===== config.mk =====
export PLATFORM = sky130hd
export DESIGN_NAME = csw_engine
export DESIGN_NICKNAME = d
export VERILOG_FILES = /design/src/rtl/csw_pkg.sv /design/src/rtl/csw_addr_gen.sv /design/src/rtl/csw_ctx_ram.sv /design/src/rtl/csw_sanitize.sv /design/src/rtl/csw_engine.sv
export SDC_FILE = /design/constraint.sdc
export NUM_CORES = 2
export LEC_CHECK = 0
export BUFFER_PORTS_ARGS = -buffer_cell sky130_fd_sc_hd__clkbuf_2
export CAP_MARGIN = 40
export CORE_UTILIZATION = 47
export CTS_CLUSTER_SIZE = 8
export DETAILED_ROUTE_END_ITERATION = 7
export GPL_ROUTABILITY_DRIVEN = 0
export PLACE_DENSITY = 0.65
export SLEW_MARGIN = 20
export SYNTH_ARGS = -nofsm -noshare
export SYNTH_HDL_FRONTEND = slang
export SYNTH_SLANG_ARGS = --single-unit

===== constraint.sdc =====
create_clock -name clk_i -period 9.8 [get_ports clk_i]
set_input_delay 0.98 -clock clk_i [delete_from_list [all_inputs] [get_ports clk_i]]
set_output_delay 0.98 -clock clk_i [all_outputs]
set_load 0.02 [all_outputs]

===== src/rtl/csw_pkg.sv =====
package csw_pkg;
  localparam int NUM_FIELDS = 13;
  localparam int FLD_CS     = 1;
  localparam int FLD_IP     = 2;

  typedef enum logic [2:0] {
    ST_IDLE,
    ST_SAVE,
    ST_ADV,
    ST_LOAD,
    ST_DONE
  } csw_state_e;
endpackage


===== src/rtl/csw_addr_gen.sv =====
module csw_addr_gen #(
  parameter int IDX_W     = 2,
  parameter int FLD_W     = 4,
  parameter int AW        = 7,
  parameter int TBL_BASE  = 8,
  parameter int REC_WORDS = 16
) (
  input  logic [IDX_W-1:0] idx_i,
  input  logic [FLD_W-1:0] fld_i,
  output logic [AW-1:0]    addr_o
);
  int unsigned sum;
  always_comb begin
    sum    = TBL_BASE + int'(idx_i) * REC_WORDS + int'(fld_i);
    addr_o = sum[AW-1:0];
  end
endmodule


===== src/rtl/csw_ctx_ram.sv =====
module csw_ctx_ram #(
  parameter int DW    = 16,
  parameter int DEPTH = 72,
  parameter int AW    = 7
) (
  input  logic          clk_i,
  input  logic          we_i,
  input  logic [AW-1:0] addr_i,
  input  logic [DW-1:0] wdata_i,
  output logic [DW-1:0] rdata_o
);
  logic [DW-1:0] mem_q [DEPTH];

  always_ff @(posedge clk_i) begin
    if (we_i) mem_q[addr_i] <= wdata_i;
    rdata_o <= mem_q[addr_i];
  end
endmodule


===== src/rtl/csw_sanitize.sv =====
module csw_sanitize #(
  parameter int NUM_TASKS  = 4,
  parameter int DW         = 16,
  parameter int IDX_W      = 2,
  parameter int FLD_W      = 4,
  parameter int ALIGN_BITS = 4
) (
  input  logic [FLD_W-1:0]        fld_i,
  input  logic [IDX_W-1:0]        task_i,
  input  logic [DW-1:0]           data_i,
  input  logic [NUM_TASKS*DW-1:0] lim_i,
  output logic [DW-1:0]           data_o
);
  logic [DW-1:0] lim_val;
  assign lim_val = lim_i[task_i*DW +: DW];

  always_comb begin
    data_o = data_i;
    if (int'(fld_i) == csw_pkg::FLD_CS && data_i != lim_val) data_o = lim_val;
    if (int'(fld_i) == csw_pkg::FLD_IP) data_o[ALIGN_BITS-1:0] = '0;
  end
endmodule


===== src/rtl/csw_engine.sv =====
module csw_engine #(
  parameter int NUM_TASKS  = 4,
  parameter int DATA_W     = 16,
  parameter int REC_WORDS  = 16,
  parameter int TBL_BASE   = 8,
  parameter int ALIGN_BITS = 4
) (
  input  logic                          clk_i,
  input  logic                          rst_ni,
  input  logic                          trig_i,
  input  logic [13*DATA_W-1:0]          snap_i,
  input  logic [NUM_TASKS*DATA_W-1:0]   lim_tbl_i,
  output logic [13*DATA_W-1:0]          snap_o,
  output logic                          done_o
);
  import csw_pkg::*;

  localparam int NF     = NUM_FIELDS;
  localparam int IDX_W  = (NUM_TASKS > 1) ? $clog2(NUM_TASKS) : 1;
  localparam int CNT_W  = $clog2(NF + 1);
  localparam int DEPTH  = TBL_BASE + NUM_TASKS * REC_WORDS;
  localparam int AW     = $clog2(DEPTH);

  csw_state_e        st_q;
  logic [IDX_W-1:0]  idx_q;
  logic [CNT_W-1:0]  cnt_q;
  logic [DATA_W-1:0] cap_q [NF];
  logic [13*DATA_W-1:0] out_q;
  logic              rd_vld_q;
  logic [CNT_W-1:0]  rd_fld_q;

  logic [CNT_W-1:0]  fld_sel;
  logic [AW-1:0]     ram_addr;
  logic [DATA_W-1:0] ram_rdata;
  logic [DATA_W-1:0] ram_wdata;
  logic [DATA_W-1:0] san_data;
  logic              ram_we;
  logic              cnt_last;

  assign cnt_last  = (int'(cnt_q) == NF - 1);
  assign fld_sel   = (int'(cnt_q) < NF) ? cnt_q : '0;
  assign ram_we    = (st_q == ST_SAVE);
  assign ram_wdata = cap_q[fld_sel];

  csw_addr_gen #(
    .IDX_W(IDX_W), .FLD_W(CNT_W), .AW(AW),
    .TBL_BASE(TBL_BASE), .REC_WORDS(REC_WORDS)
  ) u_addr (
    .idx_i (idx_q),
    .fld_i (fld_sel),
    .addr_o(ram_addr)
  );

  csw_ctx_ram #(.DW(DATA_W), .DEPTH(DEPTH), .AW(AW)) u_ram (
    .clk_i  (clk_i),
    .we_i   (ram_we),
    .addr_i (ram_addr),
    .wdata_i(ram_wdata),
    .rdata_o(ram_rdata)
  );

  csw_sanitize #(
    .NUM_TASKS(NUM_TASKS), .DW(DATA_W), .IDX_W(IDX_W),
    .FLD_W(CNT_W), .ALIGN_BITS(ALIGN_BITS)
  ) u_san (
    .fld_i (rd_fld_q),
    .task_i(idx_q),
    .data_i(ram_rdata),
    .lim_i (lim_tbl_i),
    .data_o(san_data)
  );

  always_ff @(posedge clk_i or negedge rst_ni) begin
    if (!rst_ni) begin
      st_q     <= ST_IDLE;
      idx_q    <= '0;
      cnt_q    <= '0;
      rd_vld_q <= 1'b0;
      rd_fld_q <= '0;
      out_q    <= '0;
      for (int k = 0; k < NF; k++) cap_q[k] <= '0;
    end else begin
      rd_vld_q <= (st_q == ST_LOAD) && (int'(cnt_q) < NF);
      rd_fld_q <= cnt_q;
      if (rd_vld_q) out_q[rd_fld_q*DATA_W +: DATA_W] <= san_data;
      unique case (st_q)
        ST_IDLE: if (trig_i) begin
          for (int k = 0; k < NF; k++) cap_q[k] <= snap_i[k*DATA_W +: DATA_W];
          cnt_q <= '0;
          st_q  <= ST_SAVE;
        end
        ST_SAVE: begin
          if (cnt_last) st_q <= ST_ADV;
          else          cnt_q <= cnt_q + 1'b1;
        end
        ST_ADV: begin
          idx_q <= idx_q + 1'b1;  // wraps modulo NUM_TASKS by width
          cnt_q <= '0;
          st_q  <= ST_LOAD;
        end
        ST_LOAD: begin
          if (int'(cnt_q) == NF) st_q <= ST_DONE;
          else                   cnt_q <= cnt_q + 1'b1;
        end
        ST_DONE: st_q <= ST_IDLE;
        default: st_q <= ST_IDLE;
      endcase
    end
  end

  assign snap_o = out_q;
  assign done_o = (st_q == ST_DONE);
endmodule


* Word-level counts from Yosys, hierarchy flattened *
Memory sizes are Yosys's and may differ from the RTL's. A register that Yosys moved wholly into a read port is not among the register bits.
Index checks and enable logic that the tools add are counted.

cells by class
  add/sub/neg operators = 5
  $mul = 0
  div/mod/pow operators = 0
  $lt $le $gt $ge = 2
  equal/unequal tests = 14
  shift-type cells = 3
  multiplexer cells = 17
  bitwise operators = 1
  reductions and logical operators = 7

operator list
  cell                         count
  $bwmux W208                  1
  $shift A16 B34 Y208 const A  1
  $shiftx A16 B34 Y208         1
  $bmux W16 S4                 1
  $shiftx A64 B7 Y16           1
  $mux W16                     3
  $neg A8 Y34                  1
  $mux W4                      5
  $ne A16 B16 Y1               1
  $pmux W4 S4                  1
  $eq A4 B3 Y1 const B         3
  $pmux W3 S4                  1
  $mux W3                      3
  $add A4 B6 Y7 const A        1
  $add A7 B5 Y7                1
  $eq A3 B2 Y1 const B         2
  $ne A2 B2 Y1 const B         3
  $ge A5 B5 Y1 const B         1
  $not A4 Y5                   1
  $add A4 B1 Y4 const B        1
  $eq A4 B2 Y1 const B         1
  $lt A4 B4 Y1 const B         1
  $ne A2 B1 Y1 const B         2
  $reduce_and A4 Y1            1
  other kinds (9)              11

storage, ports and cells
  flip-flop bits (word level) = 430
  latch bits = 0
  memory bits (writable) = 1,152
  bits in read-only memories = 0
  input port bits = 275
  output and inout bits = 209
  logic and storage cells = 69
  memories = 1

memories
  memory       words  bits a word  read ports  clocked after Yosys merged registers in  write ports  line               RTL
  u_ram.mem_q  72     16           1           1                                        1            csw_ctx_ram.sv:12  logic [DW-1:0] mem_q [DEPTH];

* Longest topological paths before layout *
  depth after elaboration = 7
  mapped depth = 18
  depth with buffers taken out = 10

* By module *
A second synthesis with hierarchy kept.

unflattened totals
  cells, all modules = 4,018
  area total of the unflattened synthesis = 65,310.1 µm²

modules (own cells, without submodules)
  module        instances  cells each  area an instance (µm²)  sequential area each (µm²)
  csw_ctx_ram   1          2,340       44,727.9                34,913.5
  csw_engine    1          1,608       19,631.3                10,760.3
  csw_sanitize  1          63          897.1                   0.0
  csw_addr_gen  1          7           53.8                    0.0

* Worst setup path after synthesis *
OpenSTA, ideal clock, no wires.

  path type = reg2reg
  start = register cnt_q[1]
  end = memory u_ram.mem_q[0][0], data pin
  library setup time = 724 ps
  arrival = 5,648 ps
  required time = 9,076 ps
  path slack = 3,429 ps
  stages on the path, launching flop included = 14
  path buffers = 8
  clock period less this slack = 6,371 ps
  cells stage by stage = dfrtp_1 buf_2 buf_2 buf_1 inv_1 clkbuf_1 ha_1 o21ai_0 buf_2 buf_2 clkbuf_1 clkbuf_1 o21ai_0 a21boi_0

on the way
  cells in the longest elaborated chain, start to end = 6

ends and longest elaborated chain
  what                                           line               RTL
  start, declared                                csw_engine.sv:26   logic [CNT_W-1:0] cnt_q;
  start signal, assigned                         csw_engine.sv:94   else cnt_q <= cnt_q + 1'b1;
  start signal, assigned                         csw_engine.sv:103  else cnt_q <= cnt_q + 1'b1;
  $lt A4 B4 Y1                                   csw_engine.sv:41   assign fld_sel = (int'(cnt_q) < NF) ? cnt_q : '0;
  $mux W4 *                                      csw_engine.sv:41
  $not A4 Y5 (implied by the code) *             csw_engine.sv:43   assign ram_wdata = cap_q[fld_sel];
  $bmux W16 S4 *                                 csw_engine.sv:43
  $mux W16 (implied by the code) * (2 in a row)  csw_engine.sv:43
  net ram_wdata[0]                               csw_engine.sv:35   logic [DATA_W-1:0] ram_wdata;
  end, declared                                  csw_ctx_ram.sv:12

The timed path passes the listed nets; every way through them passes the cells marked *. The select of a mux whose other input is x is not followed.

* Worst setup path after layout *
  start = register cnt_q[1]
  end = register u_ram.rdata_o[6] (read register of u_ram.mem_q)

on the way
  cells in the longest elaborated chain, start to end = 3

ends and longest elaborated chain
  what             line                RTL
  $lt A4 B4 Y1     csw_engine.sv:41
  $mux W4 *        csw_engine.sv:41
  $add A7 B5 Y7 *  csw_addr_gen.sv:14  sum = TBL_BASE + int'(idx_i) * REC_WORDS + int'(fld_i);
  end, declared    csw_ctx_ram.sv:10   output logic [DW-1:0] rdata_o

Mark *: on every way between the ends. The rest lies on a longest branch, timed or not.
A chain may end at the register's enable or synchronous reset.

==> run metrics <==
status=finished, final reports clean; Area Overhead vs Synth=18.6%; # port buffers=483; sequential share of power=between 30% and 40%; CP startpoint kind=flip-flop; pin count of the biggest net entering global routing=165; Die Ht=357 um; DP Area=64,500 um^2; Worst setup EP type=flip-flop; Area contributors post-synth=edfxtp_1 (52%), dfrtp_1 (18%), mux2_2 (7.6%), mux2i_1 (3.4%), nor2_1 (2.1%); IO Pins=slightly below 500; Clock Sinks=1,470; Cells after Synth=3,901; Final Instance Area=70,400 um^2; R2R Path Start=cnt_q[1]$_DFFE_PN0P_; fin crit period=between 5 and 6 ns; Avg WL per Cell=29.6 um; Reg-to-Reg End=u_ram.rdata_o[6]$_DFF_P_; Net Sw Frac=39.4%; setup_tns=0 ns; grt total ovfl=0; Clk pwr share=23.3%; Fmax=188 MHz; detailed-route wire length=186,000 um; row count=130; number of global-route vias before repair=approximately 38,000; metal1 wirelength=between 60,000 and 70,000 um; antenna violations before repair=10; DIE WIDTH=357 um; Pint=around 17 mW; DR iter-0 viols=4,988; RSZ-0062 raised after global routing=no; worst r2r path cells=11; ANT nets after route=0; via-per-instance ratio=6.15; crit path max fanout=60; Bufs on Longest Clock Path=3; Placeable Area=125,000 um^2; register area share after synthesis=70.4%; worst endpoint data arrival time=~6.1 ns; Post-CTS Hold Buffers=0; mean post-synth cell area=15.2 um^2; Final period util=54.3%; setup bufs post-CTS=0; Fin. Hold Viols=0; wire length on met3=19,300 um; CP required=10.53 ns; H-tree levels=4; # DRC=0; Commonest cells post-synth=edfxtp_1 (1,024), dfrtp_1 (430), mux2_2 (402); Post-Syn Area=59,400 um^2; Logic pwr share=38.3%; layout cell share with drive strength beyond 1=29.4%; async set-reset flop share out of synthesis=29.3%; Resize count post-CTS=0; Yosys reg bits=1,470; global router's overall resource usage=between 20% and 30%; Clock Skews=0.0430 ns; DPL Wire Length=118,000 um; leak pwr=26.3 nW; Initial Util=47.4%; Yosys cell types=71; top routing layer in use=met5; CTS tree=built; flop-to-flop setup slack=4.48 ns; Vias=38,716; met2 WL=89,200 um; slew margin rel.=29.4%; Worst-Margin Slew=1.06 ns; CTS root buf=clkbuf_16; most common cell in the netlist=edfxtp_1; Net Switching=10.8 mW; leading area contributor after synthesis=edfxtp_1; Slew Viols, Final=0; max cap viols=0; worst hold-check path type=primary input to asynchronous set/reset pin; Ys Warns=0; Skew-Pair Late Insertion Delay=0.79 ns; Setup CP Type=flip-flop to flip-flop; top cell type's share of synthesized area=51.8%; peak supply drop=slightly above 0.5 mV; EDFF count, synth=roughly 1,000; PD cells=388 nW/um^2; Setup Viol. Count Final=0; Hold WS=0.210 ns; Num CTS Buffers=202; die footprint=between 100,000 and 150,000 um^2; drt pass-1 iters=8; first-pass GRT wire length=264,000 um; Reg clk slew, reported paths=0.05 ns; Primary FF master, synth=edfxtp_1; final net count=4,810
-- cell families (layout without fill, tap and decap cells) --
family          after synthesis  count (layout)  share of synthesized area [%]
other cells                   1              37                        0.00631
buf+inv                     285             990                           2.01
compound gates              878             878                           10.2
flops                      1470            1470                           70.4
xor+xnor                     19              19                          0.280
fa+ha+maj                    14              14                          0.295
mux                         642             642                           12.5
simple gates                592             592                           4.23
-- through the flow --
stage	setup WS (ns)	std cells	util [%]	power, mW
2_1_floorplan	3.43	3932	-	16.0
3_3_place_gp	4.78	5942	51.2	20.4
3_5_place_dp	4.74	5956	51.4	20.7
4_1_cts	4.68	6276	56.0	27.1
5_1_grt	4.38	6291	56.2	28.2
6_report	4.48	6292	56.2	27.4
-- area by class of cell --
| class | instances | area, um^2 |
|---|---|---|
| fillers | 9938 | 55000 |
| multi-input cells | 2177 | 16700 |
| flip-flops and latches | 1470 | 41800 |
| repair buffers | 656 | 4000 |
| clock buffers | 308 | 5530 |
| diodes | 5 | 12.5 |
| inverters | 14 | 52.6 |
| well taps | 1650 | 2060 |
| clock inverters | 12 | 183 |
-- cell usage in the layout (no fill, tap or decap), drive strengths merged, types with 45 or more instances in the layout --
master,count
mux2i,211
nor2,338
a22oi,78
a221o,45
dfrtp,430
buf,173
clkbuf,790
a221oi,65
edfxtp,1024
a21oi,180
mux2,402
o21ai,207
nand2,125
-- how the worst max path moves through the flow --
| stage | from | cells after the start | slack (ns) | end |
|---|---|---|---|---|
| after detailed placement | cnt_q[1]$_DFFE_PN0P_ | 11 | 4.74 | u_ram.rdata_o[14]$_DFF_P_ |
| after CTS | cnt_q[1]$_DFFE_PN0P_ | 11 | 4.68 | u_ram.rdata_o[14]$_DFF_P_ |
| after global routing | cnt_q[1]$_DFFE_PN0P_ | 11 | 4.38 | u_ram.rdata_o[6]$_DFF_P_ |
| after floorplan | cnt_q[1]$_DFFE_PN0P_ | 13 | 3.43 | u_ram.mem_q[0][0]$_DFFE_PP_ |
| after global placement | cnt_q[1]$_DFFE_PN0P_ | 11 | 4.78 | u_ram.rdata_o[14]$_DFF_P_ |
| final | cnt_q[1]$_DFFE_PN0P_ | 11 | 4.48 | u_ram.rdata_o[6]$_DFF_P_ |
-- worst max-delay path, stage by stage (launching register included) --
cell,delay (ns)
dfrtp_4,0.95
inv_1,0.17
ha_1,0.23
buf_4,0.25
and3b_1,0.34
or2_4,0.58
buf_4,0.69
buf_4,0.72
a221o_1,0.27
a311oi_1,0.06
a211oi_1,0.64
a2111o_1,0.18
-- power groups by stage --
stage | Clock, mW | Combinational, mW | Sequential [mW]
2_1_floorplan | 0 | 5.40 | 10.6
3_3_place_gp | 0 | 9.89 | 10.6
3_5_place_dp | 0 | 10.1 | 10.6
4_1_cts | 6.46 | 10.1 | 10.5
5_1_grt | 6.72 | 10.8 | 10.6
6_report | 6.38 | 10.5 | 10.5
-- per-layer routing --
layer	GRT usage, %	vias to the layer above
li1	-	16421
met1	36.3	19691
met2	46.1	2180
met3	7.56	418
met4	13.2	6
met5	0	-
-- state kept, by name (all words and copies together), names as in the netlist --
signal         cells
rd_fld_q           4
snap_o           208
st_q               3
rd_vld_q           1
cnt_q              4
cap_q            208
idx_q              2
u_ram.rdata_o     16
u_ram.mem_q     1024
(Power assumes the default switching activity.)
